## config.mk

```make
export PLATFORM = sky130hd
export DESIGN_NAME = secded_rd_check
export DESIGN_NICKNAME = d
export VERILOG_FILES = /design/src/rtl/secded_rd_check.sv
export SDC_FILE = /design/constraint.sdc
export NUM_CORES = 1
export LEC_CHECK = 0
export BUFFER_PORTS_ARGS = -buffer_cell sky130_fd_sc_hd__clkbuf_2
export CAP_MARGIN = 20
export CORE_MARGIN = 8
export CORE_UTILIZATION = 29
export CTS_CLUSTER_DIAMETER = 120
export DETAILED_ROUTE_END_ITERATION = 6
export SLEW_MARGIN = 10
export SYNTH_ARGS = -nofsm -noshare
export SYNTH_HDL_FRONTEND = slang
export SYNTH_SLANG_ARGS = --single-unit
```

## constraint.sdc

```tcl
create_clock -name clk -period 5.6 [get_ports clk]
set_clock_uncertainty 0.15 [all_clocks]
set_input_delay 1.12 -clock clk [delete_from_list [all_inputs] [get_ports clk]]
set_output_delay 1.12 -clock clk [all_outputs]
set_load 0.1 [all_outputs]
```

## src/rtl/secded_rd_check.sv

```systemverilog
module secded_rd_check #(
  parameter int AW = 16,
  parameter int CW = 8
) (
  input  logic          clk,
  input  logic          rst_n,
  input  logic          rd_valid,
  input  logic [AW-1:0] rd_addr,
  input  logic [63:0]   rd_data,
  input  logic [7:0]    rd_code,
  input  logic          corr_en,
  input  logic          test_en,
  input  logic [63:0]   test_data_flip,
  input  logic [AW-1:0] test_addr_flip,
  input  logic [7:0]    test_code_flip,
  input  logic          clr,
  input  logic [CW-1:0] threshold,
  output logic          out_valid,
  output logic [63:0]   out_data,
  output logic          err_corr,
  output logic          err_fatal,
  output logic          err_status,
  output logic [CW-1:0] corr_cnt,
  output logic          thr_irq,
  output logic [AW-1:0] err_addr
);

  localparam int DW = 64;
  localparam int KW = 8;
  localparam int NV = DW + AW;
  localparam logic [CW-1:0] CNT_MAX = {CW{1'b1}};

  // j-th 8-bit value with odd weight >= 3, in increasing order
  function automatic logic [KW-1:0] col_val(input int idx);
    int n;
    int w;
    logic [KW-1:0] r;
    n = 0;
    r = '0;
    for (int v = 1; v < 256; v++) begin
      w = 0;
      for (int b = 0; b < KW; b++) w += (v >> b) & 1;
      if ((w % 2 == 1) && (w >= 3)) begin
        if (n == idx) r = KW'(v);
        n++;
      end
    end
    return r;
  endfunction

  logic [DW-1:0] d_in;
  logic [AW-1:0] a_in;
  logic [KW-1:0] k_in;
  logic [NV-1:0] vec;
  logic [KW-1:0] term [NV];
  logic [KW-1:0] calc;
  logic [KW-1:0] syn;
  logic [DW-1:0] dhit;
  logic          sgl_data, sgl_code, corr, unc;

  assign d_in = test_en ? (rd_data ^ test_data_flip) : rd_data;
  assign a_in = test_en ? (rd_addr ^ test_addr_flip) : rd_addr;
  assign k_in = test_en ? (rd_code ^ test_code_flip) : rd_code;
  assign vec  = {a_in, d_in};

  genvar j;
  generate
    for (j = 0; j < NV; j++) begin : g_col
      localparam logic [KW-1:0] CJ = col_val(j);
      assign term[j] = vec[j] ? CJ : '0;
      if (j < DW) begin : g_hit
        assign dhit[j] = (syn == CJ);
      end
    end
  endgenerate

  always_comb begin
    calc = '0;
    for (int i = 0; i < NV; i++) calc = calc ^ term[i];
  end

  assign syn      = calc ^ k_in;
  assign sgl_data = |dhit;
  assign sgl_code = (syn != '0) && ((syn & (syn - 1'b1)) == '0);
  assign corr     = sgl_data | sgl_code;
  assign unc      = (syn != '0) && !corr;

  always_ff @(posedge clk or negedge rst_n) begin
    if (!rst_n) begin
      out_valid  <= 1'b0;
      out_data   <= '0;
      err_corr   <= 1'b0;
      err_fatal  <= 1'b0;
      err_status <= 1'b0;
      corr_cnt   <= '0;
      err_addr   <= '0;
    end else begin
      out_valid <= rd_valid;
      err_corr  <= rd_valid & corr;
      err_fatal <= rd_valid & unc;
      if (rd_valid) out_data <= corr_en ? (d_in ^ dhit) : d_in;
      if (rd_valid && (corr || unc)) err_addr <= rd_addr;
      if (rd_valid && unc) err_status <= 1'b1;
      else if (clr)        err_status <= 1'b0;
      if (clr) corr_cnt <= '0;
      else if (rd_valid && corr && corr_en && corr_cnt != CNT_MAX)
        corr_cnt <= corr_cnt + 1'b1;
    end
  end

  assign thr_irq = corr_cnt > threshold;

  assert_lat_R2: assert property (@(posedge clk) disable iff (!rst_n)
    rd_valid |=> out_valid);
  assert_lat_idle_R2: assert property (@(posedge clk) disable iff (!rst_n)
    !rd_valid |=> !out_valid);
  assert_flag_valid_R2: assert property (@(posedge clk) disable iff (!rst_n)
    (err_corr || err_fatal) |-> out_valid);
  assert_excl_R6: assert property (@(posedge clk) disable iff (!rst_n)
    !(err_corr && err_fatal));
  assert_fatal_status_R7: assert property (@(posedge clk) disable iff (!rst_n)
    err_fatal |-> err_status);
  assert_status_hold_R7: assert property (@(posedge clk) disable iff (!rst_n)
    (err_status && !clr) |=> err_status);
  assert_cnt_step_R8: assert property (@(posedge clk) disable iff (!rst_n)
    !clr |=> (corr_cnt == $past(corr_cnt) || corr_cnt == $past(corr_cnt) + 1'b1));
  assert_cnt_clr_R8: assert property (@(posedge clk) disable iff (!rst_n)
    clr |=> corr_cnt == '0);

endmodule

```

==> Yosys cells after proc, flatten, opt, wreduce, memory -nomap -nowiden <==
Cells that the tools add are included.
{ "classes": {"add_sub_neg": 2, "n_lt_le_gt_ge": 1, "n_eq_ne": 65, "mux": 88, "bitwise": 88, "reduce_logical": 14} }
{ "ops": {"columns": ["operator", "count"], "rows": [
  ["8-bit by 7-bit equality test with 1-bit output, second input constant", 31],
  ["7-bit 2-to-1 mux", 31],
  ["7-bit XOR", 30],
  ["8-bit 2-to-1 mux", 26],
  ["8-bit XOR", 24],
  ["64-bit 2-to-1 mux", 2],
  ["64-bit XOR", 2],
  ["8-bit by 6-bit equality test with 1-bit output, second input constant", 15],
  ["6-bit 2-to-1 mux", 15],
  ["6-bit XOR", 14],
  ["64-bit OR reduction", 1],
  ["8-bit by 5-bit equality test with 1-bit output, second input constant", 7],
  ["8-bit equality test, second input constant", 7],
  ["5-bit 2-to-1 mux", 7],
  ["5-bit XOR", 6],
  ["8-bit by 4-bit equality test with 1-bit output, second input constant", 3],
  ["16-bit 2-to-1 mux", 1],
  ["16-bit XOR", 1],
  ["4-bit 2-to-1 mux", 3],
  ["8-bit by 1-bit adder with 8-bit output, second input constant", 1],
  ["8-bit bitwise AND", 1],
  ["8-bit by 3-bit equality test with 1-bit output, second input constant", 1],
  ["8-bit > comparator", 1],
  ["8-bit logical NOT", 1],
  ["other kinds (17)", 27]
]} }
{ "word_totals": {"register_bits": 92, "in_bits": 190, "output_inout_bits": 93, "elab_cells": 265} }

==> Logic depth before layout (Yosys ltp) <==
Gate-level depths: netlist of the first run.
{ "logic_depth": {"depth_word": 93, "ltp_mapped": 20, "mapped_depth_nobuf": 14} }

==> Least setup slack after synthesis of the first run <==
No wires, ideal clock.
{ "synth_path": {"path_kind": "input -> register", "startpoint": "input port test_en", "endpoint": "register corr_cnt[2]", "setup_ns": 0.078, "t_arrival_ns": 4.975, "required_ns": 5.372, "setup_slack_ns": 0.397, "stages": 16, "path_buffers": 3, "path_cell_list": "buf_6 -> buf_6 -> nand2_2 -> xor2_1 -> xnor2_1 -> xnor3_1 -> xnor2_2 -> xnor3_2 -> or3_1 -> and3_1 -> or4_1 -> a31o_1 -> a31o_1 -> buf_6 -> or4_1 -> a21oi_1"} }
{ "synth_via": {"elab_chain_len": 91, "word_cells_on_any_way": 238, "cone_classes": "1 x add/sub; 64 x eq/ne; 83 x mux; 82 x bitwise; 8 x reduce/logical"} }
{ "synth_lines": {"columns": ["element", "line_no", "source"], "rows": [
  ["start, declared", "12", "input logic test_en,"],
  ["64-bit 2-to-1 mux", "61", "assign d_in = test_en ? (rd_data ^ test_data_flip) : rd_data;"],
  ["3-bit 2-to-1 mux / 4-bit 2-to-1 mux (equally long branches)", "70", "assign term[j] = vec[j] ? CJ : '0;"],
  ["3-bit by 4-bit XOR with 4-bit output", "79", "for (int i = 0; i < NV; i++) calc = calc ^ term[i];"],
  ["4-bit XOR (2 in a row)", "79", null],
  ["4-bit by 5-bit XOR with 5-bit output", "79", null],
  ["5-bit XOR (6 in a row)", "79", null],
  ["5-bit by 6-bit XOR with 6-bit output", "79", null],
  ["6-bit XOR (14 in a row)", "79", null],
  ["(+54 left out)", null, null],
  ["8-bit XOR (*)", "82", "assign syn = calc ^ k_in;"],
  ["8-bit by 1-bit subtractor with 8-bit output", "84", "assign sgl_code = (syn != '0) && ((syn & (syn - 1'b1)) == '0);"],
  ["8-bit bitwise AND", "84", null],
  ["8-bit logical NOT", "84", null],
  ["1-bit logical AND", "84", null],
  ["1-bit bitwise OR (*)", "85", "assign corr = sgl_data | sgl_code;"],
  ["1-bit logical AND (*) (3 in a row)", "106", "else if (rd_valid && corr && corr_en && corr_cnt != CNT_MAX)"],
  ["2-bit nonzero test (no source line) (*)", null, null],
  ["end signal, assigned", "107", "corr_cnt <= corr_cnt + 1'b1;"],
  ["end, declared", "23", "output logic [CW-1:0] corr_cnt,"]
]} }
Every way passes the cells marked *; elsewhere a longest branch is shown, timed or not.
A chain may end at the register's enable or synchronous reset.

==> Worst setup path after layout of the first run <==
{ "layout_path": {"startpoint": "input port test_en", "endpoint": "register corr_cnt[6]"} }
Same word-level chain as after synthesis.

==> results of run 1 <==
worst reg2reg max path, stage by stage (launching register included):
cell and delay, ns:
dfrtp_1 0.43, ha_1 0.28, and3_1 0.16, nand3_1 0.09, nand2_1 0.24, or4_1 0.53, a21oi_1 0.15
per-layer routing:
layer | track usage [%] | routed length [um] | up-vias
met4 | 5.19 | 786 | 0
met3 | 4.04 | 2110 | 38
li1 | - | - | 3828
met2 | 34.7 | 18700 | 267
met1 | 24.6 | 16500 | 3860
met5 | 0 | 0 | -
synth_stat cells, drive strengths merged (2+ instances only):
| cell | count | area share (%) |
|---|---|---|
| o2111ai | 2 | 0.19 |
| and2 | 4 | 0.27 |
| and3 | 6 | 0.40 |
| inv | 14 | 0.56 |
| a31o | 2 | 0.19 |
| nand3 | 35 | 1.9 |
| o31ai | 6 | 0.48 |
| or2 | 2 | 0.13 |
| nor2b | 5 | 0.34 |
| nand2 | 138 | 5.6 |
| dfrtp | 92 | 25 |
| nand4b | 2 | 0.19 |
| a21oi | 13 | 0.70 |
| or3 | 2 | 0.13 |
| xnor2 | 263 | 25 |
| o21ai | 10 | 0.54 |
| xnor3 | 32 | 7.8 |
| xor2 | 126 | 12 |
| buf | 13 | 1.0 |
| a211oi | 2 | 0.16 |
| nor2 | 25 | 1.0 |
| clkbuf | 22 | 0.89 |
| nor3 | 34 | 1.8 |
| xor3 | 6 | 1.5 |
| mux2 | 77 | 9.3 |
| or4 | 7 | 0.56 |
| nand2b | 5 | 0.34 |
| ha | 9 | 1.2 |
power by group through the flow:
stage / Clock, mW / Sequential [mW] / Combinational [mW]
after global routing: 0.751 / 0.919 / 8.27
after global placement: 0 / 0.909 / 7.71
after detailed placement: 0 / 0.914 / 7.66
final: 0.712 / 0.900 / 7.72
after CTS: 0.734 / 0.901 / 7.71
after floorplan: 0 / 1.98 / 3.94
kinds of logic after synthesis:
family                     after synthesis
and+or+nand+nor                        267
DFF                                     92
muxes                                   77
buffers and inverters                   49
xor gates and xnor gates               427
adders and majority gates                9
AOI/OAI and AO/OA                       42
how the worst max path moves through the flow:
stage / from / slack, ns / cells past startpoint / to
after CTS: test_en / 0.35 / 14 / corr_cnt[7]$_DFFE_PN0P_
after floorplan: test_en / 0.40 / 16 / corr_cnt[2]$_DFFE_PN0P_
final: test_en / 0.36 / 14 / corr_cnt[6]$_DFFE_PN0P_
after detailed placement: test_en / 0.008 / 14 / corr_cnt[7]$_DFFE_PN0P_
after global placement: test_en / -0.04 / 14 / corr_cnt[4]$_DFFE_PN0P_
after global routing: test_en / 0.13 / 17 / corr_cnt[5]$_DFFE_PN0P_
metrics by stage:
step / total power, mW / setup WS, ns / setup TNS [ns]
4_1_cts: 9.34 / 0.351 / 0
2_1_floorplan: 5.92 / 0.397 / 0
6_report: 9.33 / 0.359 / 0
5_1_grt: 9.94 / 0.131 / 0
3_3_place_gp: 8.61 / -0.0388 / -0.174
3_5_place_dp: 8.58 / 0.00798 / 0
cell type report:
type,count,share of cell area (%)
Multi-Input combinational cell,822,56.6
Clock buffer,10,2.00
Inverter,14,0.439
Timing Repair Buffer,356,16.8
Sequential cell,92,19.2
Clock inverter,6,0.784
Tap cell,402,4.20
state kept, by name, indices dropped and copies added, names as in the netlist:
name        cells
err_corr        1
corr_cnt        8
out_valid       1
err_addr       16
err_fatal       1
err_status      1
out_data       64
==> reports/qor.yml, run 1 <==
status: "complete, no violations"
grt_overflow: 0
rsz0062_at_grt: "false"
crit_chain: "buf_4 > buf_12 > nand2_1 > xnor2_1 > xnor3_1 > xnor3_1 > xnor3_1 > or3_1 > and3_1 > or4_1 > a31o_1 > a31o_1 > or4_1 > a21oi_1"
fin_cells: 1702
synth-compound-area-share_pct: 2.92
synthSimpleGateAreaFrac_pct: 12.9
p_comb_share_pct: 82.7
p_leak_nw: 5.40
antenna_cells: 0
drv_cap: 0
gp_congestion: 0.962
postCtsHoldBufs: 0
synth_mux_area_share_pct: 9.32
cp_max_fo: 33
grt_pass1_vias: 8631
synth-main-ff-cell: "dfrtp_1"
regToRegSetupSlack_ns: 3.49
area_growth_pct: 28.7
pwr-share-clk_pct: 7.6
multi_input_area_mm2: 0.00677
crit_top_cell: "xnor3_1"
place_area_mm2: 0.0116
grt_pass1_wl_mm: 56.4
vias: 7993
min_path_cells: 2
seq_power_share_pct: 9.6
synth_top_family_by_area: "XOR/XNOR gates"
h-tree-depth: 3
finalWirelength_mm: 38.1
ios: 283
peakVddDrop_mv: 0.799
crit_path_top_delay_cell: "xnor3_1"
clk_latency_ns: 0.36
cts_root_buf: "clkbuf_16"
hp-class: "reg -> reg"
core_area_mm2: 0.0316
whs_ns: 0.337
synthAdderAreaFrac_pct: 1.21
seq_area_mm2: 0.00230
synthArstFlopShare_pct: 100
io_buffers: 282
final_common_cell: "clkbuf_2"
post-cts-setup-buffers: 0
wl_per_cell_um: 22.4
die_y_um: 195
hold_viol_final: 0
remaining_drc_errors: 0
drive_gt1_share_pct: 35.5
synth_fp_nets: 1162
slew_violations: 0
dpl.hpwl_mm: 33.1
synth.cell_area_mm2: 0.00930
final-setup-viol-count: 0
critPathTopFamily: "simple AND/OR/NAND/NOR gates"
nFillCells: 3262
avgViaCountPerCell: 4.70
cts.reportedPaths.clkPinSlew_ns: 0.07
syn_area_per_cell_um2: 9.66
cts_tree: "yes"
worstSetupStartpointType: "primary input"
rr_endpoint: "corr_cnt[6]$_DFFE_PN0P_"
yosysSeqAreaShare_pct: 24.7
grt_start_max_net_pins: 52
holdPathEnd: "out_data[16]$_DFFE_PN0P_"
hp-start: "out_data[16]$_DFFE_PN0P_"
cts-resized-gates: 0
max_stage_delay_ns: 0.55
critPathBufInv: 2
required_ns: 5.74
switching_share_pct: 56.9
std_cell_rows: 65
p_sw_mw: 5.31
crit_arrival_ns: 5.38
fin_crit_ns: 5.24
clockBufferDepth: 2
ys_seq_elements: 92
ff2ff_path_depth: 6
nets: 1494
layout_common_cells: "clkbuf_2 (280), xnor2_1 (258), nand2_1 (136)"
max_slew_margin_pct: 52.8
synth_cells: 963
antenna_found_initial: 0
synth_edf_count: 0
stdcell_area_mm2: 0.0120
r2r_start: "corr_cnt[0]$_DFFE_PN0P_"
track_usage_pct: 19.9
worst_pin_slew_ns: 0.709
fmax_mhz: 191
fp.dieW_um: 195
yosys_warnings: 0
critPathCaptureType: "flip-flop"
die-area_mm2: 0.0381
start_util_pct: 29.5
cts_sinks: 92
final_util_pct: 37.9
synth.distinct_cells: 46
p_per_area_mw_per_mm2: 780
antenna_left: 0
dpl.cell_count: 1686
period_share_pct: 93.6
drt_first_iter_violations: 401
drtPass1Iterations: 5
path_class: "in -> reg"
p_int_mw: 4.03
synth-xor-area-share_pct: 46.4
numCtsBuffers: 9
Note: power is estimated with default switching activity, not from simulation.
==> run 2: changes to the inputs <==
CORE_UTILIZATION = 51   (was 29)
PLACE_DENSITY = 0.79   (was not set)
clock period = 6.1 ns   (was 5.6 ns; I/O delays follow)
==> reports/qor.yml, run 2 (synthesis results as in run 1) <==
track_usage_pct: 28.6  # +8.7 points
drtPass1Iterations: 6  # +1
nets: 1451  # -2.9%
final-setup-viol-count: 0  # unchanged
hp-class: "reg -> reg"
worst_pin_slew_ns: 0.880  # +0.172 ns
gp_congestion: 0.966  # +0.38%
grt_overflow: 0  # unchanged
area_growth_pct: 22.3
cts_tree: "yes"
start_util_pct: 51.8  # +22 points
core_area_mm2: 0.0180  # -43%
wl_per_cell_um: 21.8  # -2.7%
final_common_cell: "clkbuf_2"
worstSetupStartpointType: "primary input"
cts.reportedPaths.clkPinSlew_ns: 0.07  # about the same
crit_path_top_delay_cell: "xnor3_1"
fmax_mhz: 180
crit_chain: "clkbuf_2 > xor3_1 > nand2_1 > xnor2_1 > xnor3_1 > xnor3_1 > xnor2_1 > xnor3_1 > or4b_1 > o2111a_1 > o31a_1 > a31o_1 > or4_1 > a21oi_1"
crit_top_cell: "xnor3_1"
clk_latency_ns: 0.36  # about the same
drv_cap: 0  # unchanged
cts_root_buf: "clkbuf_16"
critPathCaptureType: "flip-flop"
critPathBufInv: 1  # -1
fp.dieW_um: 151  # -23%
largest_reg_flops: 64  # unchanged
drt_first_iter_violations: 641  # +60%
post-cts-setup-buffers: 0  # unchanged
hold_viol_final: 0  # unchanged
cts_sinks: 92  # unchanged
largest_register: "out_data"
critPathTopFamily: "XOR/XNOR gates"
postCtsHoldBufs: 0  # unchanged
std_cell_rows: 49  # -25%
antenna_left: 0  # unchanged
fin_crit_ns: 5.55
largestRegisters: "out_data: 64 flops, err_addr: 16 flops, corr_cnt: 8 flops"
antenna_found_initial: 0  # unchanged
grt_start_max_net_pins: 54  # +3.8%
drive_gt1_share_pct: 33.3  # -2.2 points
tns_ns: 0  # unchanged
cts-resized-gates: 0  # unchanged
remaining_drc_errors: 0  # unchanged
crit_arrival_ns: 5.68  # +0.30 ns
h-tree-depth: 3  # unchanged
avgViaCountPerCell: 5.37  # +14%
finalWirelength_mm: 32.4  # -15%
clockBufferDepth: 2  # unchanged
path_class: "in -> reg"
slew_violations: 0  # unchanged
status: "complete, no violations"
period_share_pct: 91.0
die_y_um: 151  # -23%
vias: 7982  # -0.14%
layout_common_cells: "clkbuf_2 (280), xnor2_1 (258), nand2_1 (136)"
numCtsBuffers: 9  # unchanged
io_buffers: 282  # unchanged
required_ns: 6.23  # +0.49 ns
dpl.hpwl_mm: 27.4  # -17%
ios: 283  # unchanged
cp_max_fo: 15  # -55%
max_slew_margin_pct: 41.3  # -11 points
rsz0062_at_grt: "false"
antenna_cells: 0  # unchanged
grt_pass1_vias: 8419  # -2.5%
die-area_mm2: 0.0228  # -40%
grt_pass1_wl_mm: 48.4  # -14%
max_stage_delay_ns: 0.58  # +0.03 ns
## run 2: path summary, 6_finish.rpt
check                                         start                  endpoint  slack (ns)  depth (start not counted)
max reg2reg                 corr_cnt[1]$_DFFE_PN0P_   corr_cnt[6]$_DFFE_PN0P_        3.95                          6
max in group asynchronous                     rst_n   corr_cnt[1]$_DFFE_PN0P_        4.01                          2
min                        out_data[16]$_DFFE_PN0P_  out_data[16]$_DFFE_PN0P_        0.35                          2
min in group asynchronous                     rst_n   out_data[4]$_DFFE_PN0P_        0.67                          1
max                              test_data_flip[18]   corr_cnt[6]$_DFFE_PN0P_        0.55                         14
min reg2reg                out_data[16]$_DFFE_PN0P_  out_data[16]$_DFFE_PN0P_        0.35                          2
## run 2: worst min-delay path, cell delays in order, from the launching register on
cell and delay [ns]:
dfrtp_1 0.35, nand2_1 0.05, o21ai_0 0.06
## run 2: through the flow
stage | cells | setup WS, ns | area, um2 | hold slack (ns) | utilization [%]
after floorplan | 963 | 0.797 | 9300 | 0.774 | -
after detailed placement | 1470 | 0.245 | 11100 | 0.337 | 61.7
final | 1486 | 0.550 | 11400 | 0.347 | 63.3
after global placement | 1470 | 0.306 | 11100 | 0.317 | 61.7
after CTS | 1486 | 0.622 | 11400 | 0.354 | 63.3
after global routing | 1486 | 0.279 | 11400 | 0.373 | 63.3
## run 2: area by class of cell
type / count / area [um2]
multi-input cells: 822 / 6770
fillers: 1531 / 6580
flip-flops and latches: 92 / 2300
repair buffers: 313 / 1670
well taps: 229 / 287
clock buffers: 9 / 225
clock inverters: 7 / 66.3
inverters: 14 / 52.6
## run 2: routing by layer
| layer | track usage, % | up-vias | wire, um |
|---|---|---|---|
| li1 | - | 3746 | - |
| met1 | 33.9 | 3816 | 12400 |
| met5 | 0 | - | 0 |
| met3 | 7.20 | 58 | 2930 |
| met4 | 11.8 | 0 | 1150 |
| met2 | 48.6 | 362 | 15900 |
Power of run 2 is not shown: default switching activity piles up to over one toggle a cycle in this logic, so the estimate is an artifact.
